`config.mk`:
```
export PLATFORM = sky130hd
export DESIGN_NAME = root_port_csr
export DESIGN_NICKNAME = d
export VERILOG_FILES = /design/src/rtl/rpc_pkg.sv /design/src/rtl/rpc_sticky_flag.sv /design/src/rtl/rpc_enable_fsm.sv /design/src/rtl/root_port_csr.sv
export SDC_FILE = /design/constraint.sdc
export NUM_CORES = 1
export LEC_CHECK = 0
export ABC_AREA = 1
export CORE_ASPECT_RATIO = 0.8
export CORE_UTILIZATION = 30
export CTS_CLUSTER_DIAMETER = 100
export DETAILED_ROUTE_END_ITERATION = 12
export DONT_BUFFER_PORTS = 1
export MAX_ROUTING_LAYER = met4
export PLACE_DENSITY = 0.46
export SLEW_MARGIN = 5
export SYNTH_ARGS = -nofsm -noshare
export SYNTH_HDL_FRONTEND = slang
export SYNTH_HIERARCHICAL = 1
export SYNTH_SLANG_ARGS = --single-unit
```
`constraint.sdc`:
```
create_clock -name clk -period 1.1 [get_ports clk]
set_input_delay 0.275 -clock clk [delete_from_list [all_inputs] [get_ports clk]]
set_output_delay 0.275 -clock clk [all_outputs]
set_load 0.01 [all_outputs]
```
`src/rtl/rpc_pkg.sv`:
```
package rpc_pkg;

    typedef enum logic [1:0] {
        PS_DISABLED  = 2'd0,
        PS_RESETTING = 2'd1,
        PS_ENABLED   = 2'd2
    } port_state_e;

    // bit positions decoded by software
    localparam int POS_CONN     = 0;
    localparam int POS_CONN_CHG = 1;
    localparam int POS_EN       = 2;
    localparam int POS_EN_CHG   = 3;
    localparam int POS_OC       = 4;
    localparam int POS_OC_CHG   = 5;
    localparam int POS_RESUME   = 6;
    localparam int POS_SUSPEND  = 7;
    localparam int POS_RESET    = 8;
    localparam int POS_RSVD     = 9;
    localparam int POS_LINE     = 10;
    localparam int POS_POWER    = 12;
    localparam int POS_TEST     = 13;
    localparam int POS_SPEED    = 17;

    localparam int N_FLAGS = 3;

endpackage

```
`src/rtl/rpc_sticky_flag.sv`:
```
module rpc_sticky_flag (
    input  logic clk,
    input  logic rst_n,
    input  logic set_i,
    input  logic clr_i,
    output logic flag_o
);

    // a hardware set outranks a software clear on the same edge
    always_ff @(posedge clk) begin
        if (!rst_n) begin
            flag_o <= 1'b0;
        end else begin
            flag_o <= set_i | (flag_o & ~clr_i);
        end
    end

endmodule

```
`src/rtl/rpc_enable_fsm.sv`:
```
module rpc_enable_fsm
    import rpc_pkg::*;
(
    input  logic clk,
    input  logic rst_n,
    input  logic reset_ctl,
    input  logic dev_present,
    input  logic sw_disable,
    input  logic hw_fault,
    output logic enabled_o,
    output logic en_toggle_o
);

    port_state_e state_q;
    port_state_e state_d;

    always_ff @(posedge clk) begin
        if (!rst_n) begin
            state_q <= PS_DISABLED;
        end else begin
            state_q <= state_d;
        end
    end

    always_comb begin
        state_d     = state_q;
        unique case (state_q)
            PS_DISABLED: begin
                if (reset_ctl) state_d = PS_RESETTING;
            end
            PS_RESETTING: begin
                if (!reset_ctl) state_d = dev_present ? PS_ENABLED : PS_DISABLED;
            end
            PS_ENABLED: begin
                if (reset_ctl) begin
                    state_d = PS_RESETTING;
                end else if (!dev_present || sw_disable || hw_fault) begin
                    state_d = PS_DISABLED;
                end
            end
            default: state_d = PS_DISABLED;
        endcase
        enabled_o   = (state_q == PS_ENABLED);
        en_toggle_o = (state_d == PS_ENABLED) != (state_q == PS_ENABLED);
    end

endmodule

```
`src/rtl/root_port_csr.sv`:
```
module root_port_csr
    import rpc_pkg::*;
#(
    parameter int CSR_W  = 32,
    parameter int LINE_W = 2,
    parameter int SPD_W  = 2,
    parameter int TEST_W = 4
) (
    input  logic              clk,
    input  logic              rst_n,
    input  logic              reg_wr,
    input  logic [CSR_W-1:0]  reg_wdata,
    output logic [CSR_W-1:0]  reg_rdata,
    input  logic              hw_connect,
    input  logic              hw_overcurrent,
    input  logic [SPD_W-1:0]  hw_speed,
    input  logic [LINE_W-1:0] hw_line,
    input  logic              hw_fault,
    output logic              port_irq
);

    localparam int TEST_TOP = POS_TEST + TEST_W;

    logic              conn_q;
    logic              oc_q;
    logic [LINE_W-1:0] line_q;
    logic [SPD_W-1:0]  speed_q;
    logic              resume_q;
    logic              suspend_q;
    logic              reset_q;
    logic              power_q;
    logic [TEST_W-1:0] test_q;
    logic              enabled;
    logic              en_tgl;
    logic [N_FLAGS-1:0] flag_set;
    logic [N_FLAGS-1:0] flag_clr;
    logic [N_FLAGS-1:0] flag_q;

    // hardware-only status sampling
    always_ff @(posedge clk) begin
        if (!rst_n) begin
            conn_q  <= 1'b0;
            oc_q    <= 1'b0;
            line_q  <= '0;
            speed_q <= '0;
        end else begin
            conn_q  <= hw_connect;
            oc_q    <= hw_overcurrent;
            line_q  <= hw_line;
            speed_q <= hw_speed;
        end
    end

    // plain software controls
    always_ff @(posedge clk) begin
        if (!rst_n) begin
            resume_q  <= 1'b0;
            suspend_q <= 1'b0;
            reset_q   <= 1'b0;
            power_q   <= 1'b0;
            test_q    <= '0;
        end else if (reg_wr) begin
            resume_q  <= reg_wdata[POS_RESUME];
            suspend_q <= reg_wdata[POS_SUSPEND];
            reset_q   <= reg_wdata[POS_RESET];
            power_q   <= reg_wdata[POS_POWER];
            test_q    <= reg_wdata[TEST_TOP-1:POS_TEST];
        end
    end

    rpc_enable_fsm u_fsm (
        .clk         (clk),
        .rst_n       (rst_n),
        .reset_ctl   (reset_q),
        .dev_present (hw_connect),
        .sw_disable  (reg_wr & reg_wdata[POS_EN]),
        .hw_fault    (hw_fault),
        .enabled_o   (enabled),
        .en_toggle_o (en_tgl)
    );

    // flag index 0: connect, 1: enable, 2: overcurrent
    assign flag_set = {hw_overcurrent ^ oc_q, en_tgl, hw_connect ^ conn_q};
    assign flag_clr = {N_FLAGS{reg_wr}} &
                      {reg_wdata[POS_OC_CHG], reg_wdata[POS_EN_CHG], reg_wdata[POS_CONN_CHG]};

    for (genvar g = 0; g < N_FLAGS; g++) begin : g_flag
        rpc_sticky_flag u_flag (
            .clk    (clk),
            .rst_n  (rst_n),
            .set_i  (flag_set[g]),
            .clr_i  (flag_clr[g]),
            .flag_o (flag_q[g])
        );
    end

    assign port_irq = |flag_q;

    always_comb begin
        reg_rdata                            = '0;
        reg_rdata[POS_CONN]                  = conn_q;
        reg_rdata[POS_CONN_CHG]              = flag_q[0];
        reg_rdata[POS_EN]                    = enabled;
        reg_rdata[POS_EN_CHG]                = flag_q[1];
        reg_rdata[POS_OC]                    = oc_q;
        reg_rdata[POS_OC_CHG]                = flag_q[2];
        reg_rdata[POS_RESUME]                = resume_q;
        reg_rdata[POS_SUSPEND]               = suspend_q;
        reg_rdata[POS_RESET]                 = reset_q;
        reg_rdata[POS_LINE +: LINE_W]        = line_q;
        reg_rdata[POS_POWER]                 = power_q;
        reg_rdata[POS_TEST +: TEST_W]        = test_q;
        reg_rdata[POS_SPEED +: SPD_W]        = conn_q ? speed_q : '0;
    end

    logic unused_wdata;
    assign unused_wdata = ^{reg_wdata[CSR_W-1:TEST_TOP],
                            reg_wdata[POS_LINE+LINE_W-1:POS_RSVD],
                            reg_wdata[POS_OC], reg_wdata[POS_CONN]};

endmodule

```
==> results.toml, run 1 <==
[run_status]
status = "complete, but fails checks"
violations = "setup timing"

[final_layout]
final_core_util_pct = 32.8
area_growth_pct = 3.58
antenna_cells = 0
nNetsFinal = 185
final_area_um2 = 1010
drive_gt1_share_pct = 21.1

[setup_path]
cp_max_fo = 4
rr_worst_depth = 9
worstSetupPathType = "flop to output pin"
cp.required_ns = 0.82
end_kind = "output pin"
critPathLaunchType = "flop"
crit_arrival_ns = 0.83

[synth]
synth.area.top_cells = "dfxtp_1, buf_4, nand2_1"
yosys.area.top_type = "dfxtp_1"
yosysSeqAreaShare_pct = 38.9
avgSynthCellArea_um2 = 6.79
synth_top_area_share_pct = 38.9
syn_area_um2 = 978
ys_warn_count = 6
synth_cell_types = 14
syn-instance-count = 144
ys_ff_latch = 19

[global_routing]
grt_pass1_wl_um = 2470
grt_pass1_vias = 573
grt_util_all_layers_pct = 10.3
grt_max_degree = 21
antenna_found_initial = 0
grt_overflow_total = 0

[placed_design]
io_buffers = 0
dp_slack_ns = 0.102
gp_routability_congestion = 0.682
hpwl_um = 1210
placed_area_um2 = 913

[pwr]
cellPowerDensity_nw_per_um2 = 1390
vdd_drop_max_mv = 0.598
combPwrFrac_pct = 10.3
switching_share_pct = 26.5
p_leak_nw = 0.599
p_int_mw = 1.04
p_sw_mw = 0.373
power_frac_seq_pct = 55.0
clockPowerShare_pct = 34.7

[clock_tree]
cts_tree = "built"
cts_sinks = 19
clkTransAtPathRegs_ns = 0.07
clk_latency_ns = 0.25
clock_path_buffers = 2
root_buffer = "clkbuf_8"
cts_buffers = 3
htree_levels = 1
hold_buffers = 0

[route]
vias = 680
wl_met1_um = 717
post-route-drc-count = 0
first_pass_iters = 4
dr_wl_met2_um = 841
routed_wirelength_um = 1690
highest_layer = "met3"
ant_nets = 0
met3_length_um = 129
drt-initial-drc-count = 23
routedWlPerCell_um = 9.27
vias_per_cell = 3.74

[sta]
finalCritPeriodShare_pct = 101
finalSetupViolCount = 1
finalClockSkew_ns = 0.000369
fin_ws_ns = -0.00869
fmax_mhz = 902
finalMaxSlewViolations = 0
fin_setup_tns_ns = -0.00869
rsz0062_at_grt = "true"
hold_viol = 0
min_period_ns = 1.11

[die]
row_count = 18
die_y_um = 53.1
die_w_um = 65.9
die_area_um2 = 3500
start_util_pct = 31.7
core_area_um2 = 3090
ios = 75

[hold_path]
hold_path.class = "input pin to flop"
hold_depth = 2

[run]
maxCapViolations = 0
## placed cells by master, fill, tap and decap left out, drive strengths merged
cell type	count
nand2	39
conb	14
buf	5
nor2	21
clkinv	1
dfxtp	19
a21oi	4
nand3	1
inv	33
clkbuf	3
xor2	2
## metal layers
metal  vias to the layer above  GRT usage (%)
met3                         0           5.60
met4                         0           2.17
met1                       285           10.5
li1                        362              -
met2                        33           17.5
met5                         -              -
## cell type report
class,count,area (µm²)
Sequential cell,19,395
Fill cell,325,2070
Timing Repair Buffer,5,41.3
Tap cell,40,50.0
Clock inverter,1,5.00
Inverter,33,124
Clock buffer,3,41.3
Multi-Input combinational cell,81,357
## logic make-up (layout without fill, tap and decap cells)
kind of cell / Yosys count / in the layout / share of synthesized area [%]
flip-flops: 19 / 19 / 38.9
other: 1 / 14 / 0.383
AO/OA/AOI/OAI: 4 / 4 / 3.20
buffers and inverters: 57 / 42 / 30.9
AND/OR/NAND/NOR: 61 / 61 / 24.8
XOR/XNOR: 2 / 2 / 1.79
## final timing paths
| path | start | to | slack, ns |
|---|---|---|---|
| max reg2reg | u_fsm/state_q[0]$_SDFF_PN0_ | g_flag[1].u_flag/flag_o$_SDFF_PN0_ | 0.05 |
| max | u_fsm/state_q[0]$_SDFF_PN0_ | reg_rdata[2] | -0.009 |
| min reg2reg | u_fsm/state_q[0]$_SDFF_PN0_ | u_fsm/state_q[0]$_SDFF_PN0_ | 0.48 |
| min | hw_speed[0] | speed_q[0]$_SDFF_PN0_ | 0.11 |
## cell usage after synthesis (all sizes together)
cell type	number
a21oi	4
buf	24
conb	1
dfxtp	19
inv	33
nand2	39
nand3	1
nor2	21
xor2	2
## registers in the layout, indices dropped and copies added, names as in the netlist
name / cells
test_q: 4
u_fsm/state_q: 2
g_flag.u_flag/flag_o: 3
line_q: 2
conn_q: 1
reset_q: 1
resume_q: 1
speed_q: 2
oc_q: 1
suspend_q: 1
power_q: 1
## power groups by stage
stage | Clock, mW | Sequential, mW | Combinational, mW
floorplan | 0 | 0.779 | 0.198
global placement | 0 | 0.792 | 0.133
detailed placement | 0 | 0.793 | 0.137
CTS | 0.518 | 0.779 | 0.140
global route | 0.542 | 0.782 | 0.168
finish | 0.489 | 0.775 | 0.145
## per-stage QoR
step,power [mW],hold slack (ns),instances
global route,1.49,0.0950,182
floorplan,0.977,0.368,157
finish,1.41,0.111,182
detailed placement,0.930,0.373,175
CTS,1.44,0.102,181
global placement,0.925,0.372,175
## worst max-delay path, cell delays in order (launching register included)
cell and delay [ns]:
dfxtp_4 0.36, nor2_4 0.11, buf_6 0.10
## what timing repair did
| item | CTS | global route |
|---|---|---|
| setup endpoints to repair | 4 | 5 |
| buffers inserted | 2 | 1 |
| resized for setup | 9 | 8 |
| hold endpoints to repair | 0 | 0 |
| pin swaps | 0 | 1 |
(Power assumes the default switching activity.)
==> inputs of run 2 (changes only) <==
--- a/config.mk
+++ b/config.mk
@@ -13,8 +13,10 @@
 export DONT_BUFFER_PORTS = 1
 export MAX_ROUTING_LAYER = met4
 export PLACE_DENSITY = 0.46
+export REMOVE_ABC_BUFFERS = 1
 export SLEW_MARGIN = 5
 export SYNTH_ARGS = -nofsm -noshare
 export SYNTH_HDL_FRONTEND = slang
 export SYNTH_HIERARCHICAL = 1
 export SYNTH_SLANG_ARGS = --single-unit
+export TNS_END_PERCENT = 5
==> run 2 against run 1 <==
Effect of this change:
- the flow still finishes with violations (setup timing)
- power shrank 0.40%
- fmax grew 0.17%
- final area shrank 1.9%
- combinational power grew 6%
- critical path type unchanged
- critical endpoint unchanged
- largest cell class unchanged
- largest power group unchanged
==> results.toml, run 2 (same netlist as run 1, synthesis figures left out) <==
[sta]
hold_viol = 0
fmax_mhz = 903
rsz0062_at_grt = "true"
finalCritPeriodShare_pct = 101
fin_setup_tns_ns = -0.00682
finalClockSkew_ns = 0.000537
finalMaxSlewViolations = 0
fin_ws_ns = -0.00682
finalSetupViolCount = 1
min_period_ns = 1.11

[pwr]
p_leak_nw = 0.592
vdd_drop_max_mv = 0.833
cellPowerDensity_nw_per_um2 = 1410
p_total_mw = 1.40

[clock_tree]
cts_resized = 5
cts_tree = "built"
hold_buffers = 0
cts_sinks = 19
clkTransAtPathRegs_ns = 0.07
clock_path_buffers = 2
root_buffer = "clkbuf_8"
htree_levels = 1
postCtsSetupBuffers = 0
cts_buffers = 3
clk_latency_ns = 0.25

[final_layout]
drive_gt1_share_pct = 16.3
final_cells = 181
antenna_cells = 0
fillers = 337
reg_top3 = "test_q (4), g_flag.u_flag/flag_o (3)"
area_growth_pct = 1.66
regMostFlops = "test_q"
final_area_um2 = 995
largest_reg_flops = 4
nNetsFinal = 184
final_cell_mix = "nand2_1, inv_1, nor2_1, dfxtp_1, conb_1"
final_common_cell = "nand2_1"

[setup_path]
r2r-start = "u_fsm/state_q[1]$_SDFF_PN0_"
cp.required_ns = 0.82
worstSetupPathType = "flop to output pin"
critPathLaunchType = "flop"
crit_arrival_ns = 0.83
reg2reg_slack_ns = 0.14
worstReg2RegEnd = "g_flag[1].u_flag/flag_o$_SDFF_PN0_"
rr_worst_depth = 9
end_kind = "output pin"
cp_max_fo = 3

[route]
vias_per_cell = 3.76
ant_nets = 0
vias = 680
first_pass_iters = 2
routedWlPerCell_um = 8.83
routed_wirelength_um = 1600
post-route-drc-count = 0
drt-initial-drc-count = 21

[hold_path]
hold_depth = 2
worstHoldStart = "hw_connect"
hold_end = "conn_q$_SDFF_PN0_"
hold_path.class = "input pin to flop"

[die]
start_util_pct = 31.7
die_y_um = 53.1
die_w_um = 65.9
core_area_um2 = 3090
row_count = 18
ios = 75
die_area_um2 = 3500

[placed_design]
placed_area_um2 = 928
gp_routability_congestion = 0.629
io_buffers = 0
dp_slack_ns = 0.129
place_inst = 177
hpwl_um = 1190

[global_routing]
grt_pass1_wl_um = 2390
antenna_found_initial = 0
grt_util_all_layers_pct = 9.83
grt_max_degree = 21
grt_overflow_total = 0
grt_pass1_vias = 564

[run_status]
status = "complete, but fails checks"
violations = "setup timing"

[run]
maxCapViolations = 0
[run 2: metrics by stage]
stage / utilization, % / hold slack, ns
after floorplan: - / 0.368
after global placement: 30.1 / 0.371
after detailed placement: 30.1 / 0.374
after CTS: 31.8 / 0.109
after global routing: 32.2 / 0.104
final: 32.2 / 0.114
[run 2: worst max-delay path by stage]
stage	start	end	slack, ns
CTS	u_fsm/state_q[1]$_SDFF_PN0_	reg_rdata[2]	-0.04
detailed placement	u_fsm/state_q[1]$_SDFF_PN0_	g_flag[1].u_flag/flag_o$_SDFF_PN0_	0.13
global placement	u_fsm/state_q[1]$_SDFF_PN0_	g_flag[1].u_flag/flag_o$_SDFF_PN0_	0.16
global route	u_fsm/state_q[1]$_SDFF_PN0_	reg_rdata[2]	-0.07
finish	u_fsm/state_q[1]$_SDFF_PN0_	reg_rdata[2]	-0.007
floorplan	u_fsm/state_q[1]$_SDFF_PN0_	g_flag[1].u_flag/flag_o$_SDFF_PN0_	0.11
[run 2: per-layer routing]
metal / up-vias / part of all wire (%) / global-route usage, %
met5: - / 0 / -
met4: 0 / 0 / 0
met3: 0 / 11 / 7.11
met2: 38 / 41 / 16.0
met1: 284 / 48 / 10.3
li1: 358 / - / -
[run 2: critical path: stages (launching register included)]
cell and delay (ns):
dfxtp_2 0.34, inv_2 0.05, nor2_4 0.08, buf_6 0.11
[run 2: power by group]
group          internal [mW]  switching [mW]  leakage, nW  total (mW)
Combinational         0.0588          0.0940        0.410       0.153
Sequential             0.732          0.0418        0.159       0.774
Clock                  0.257           0.221       0.0228       0.478
[run 2: layout make-up]
class / instances / area (µm²) / share of cell area (%)
Sequential cell: 19 / 388 / 39.0
Tap cell: 40 / 50.0 / 5.03
Timing Repair Buffer: 4 / 33.8 / 3.40
Inverter: 33 / 124 / 12.5
Clock buffer: 4 / 45.0 / 4.53
Multi-Input combinational cell: 81 / 354 / 35.6
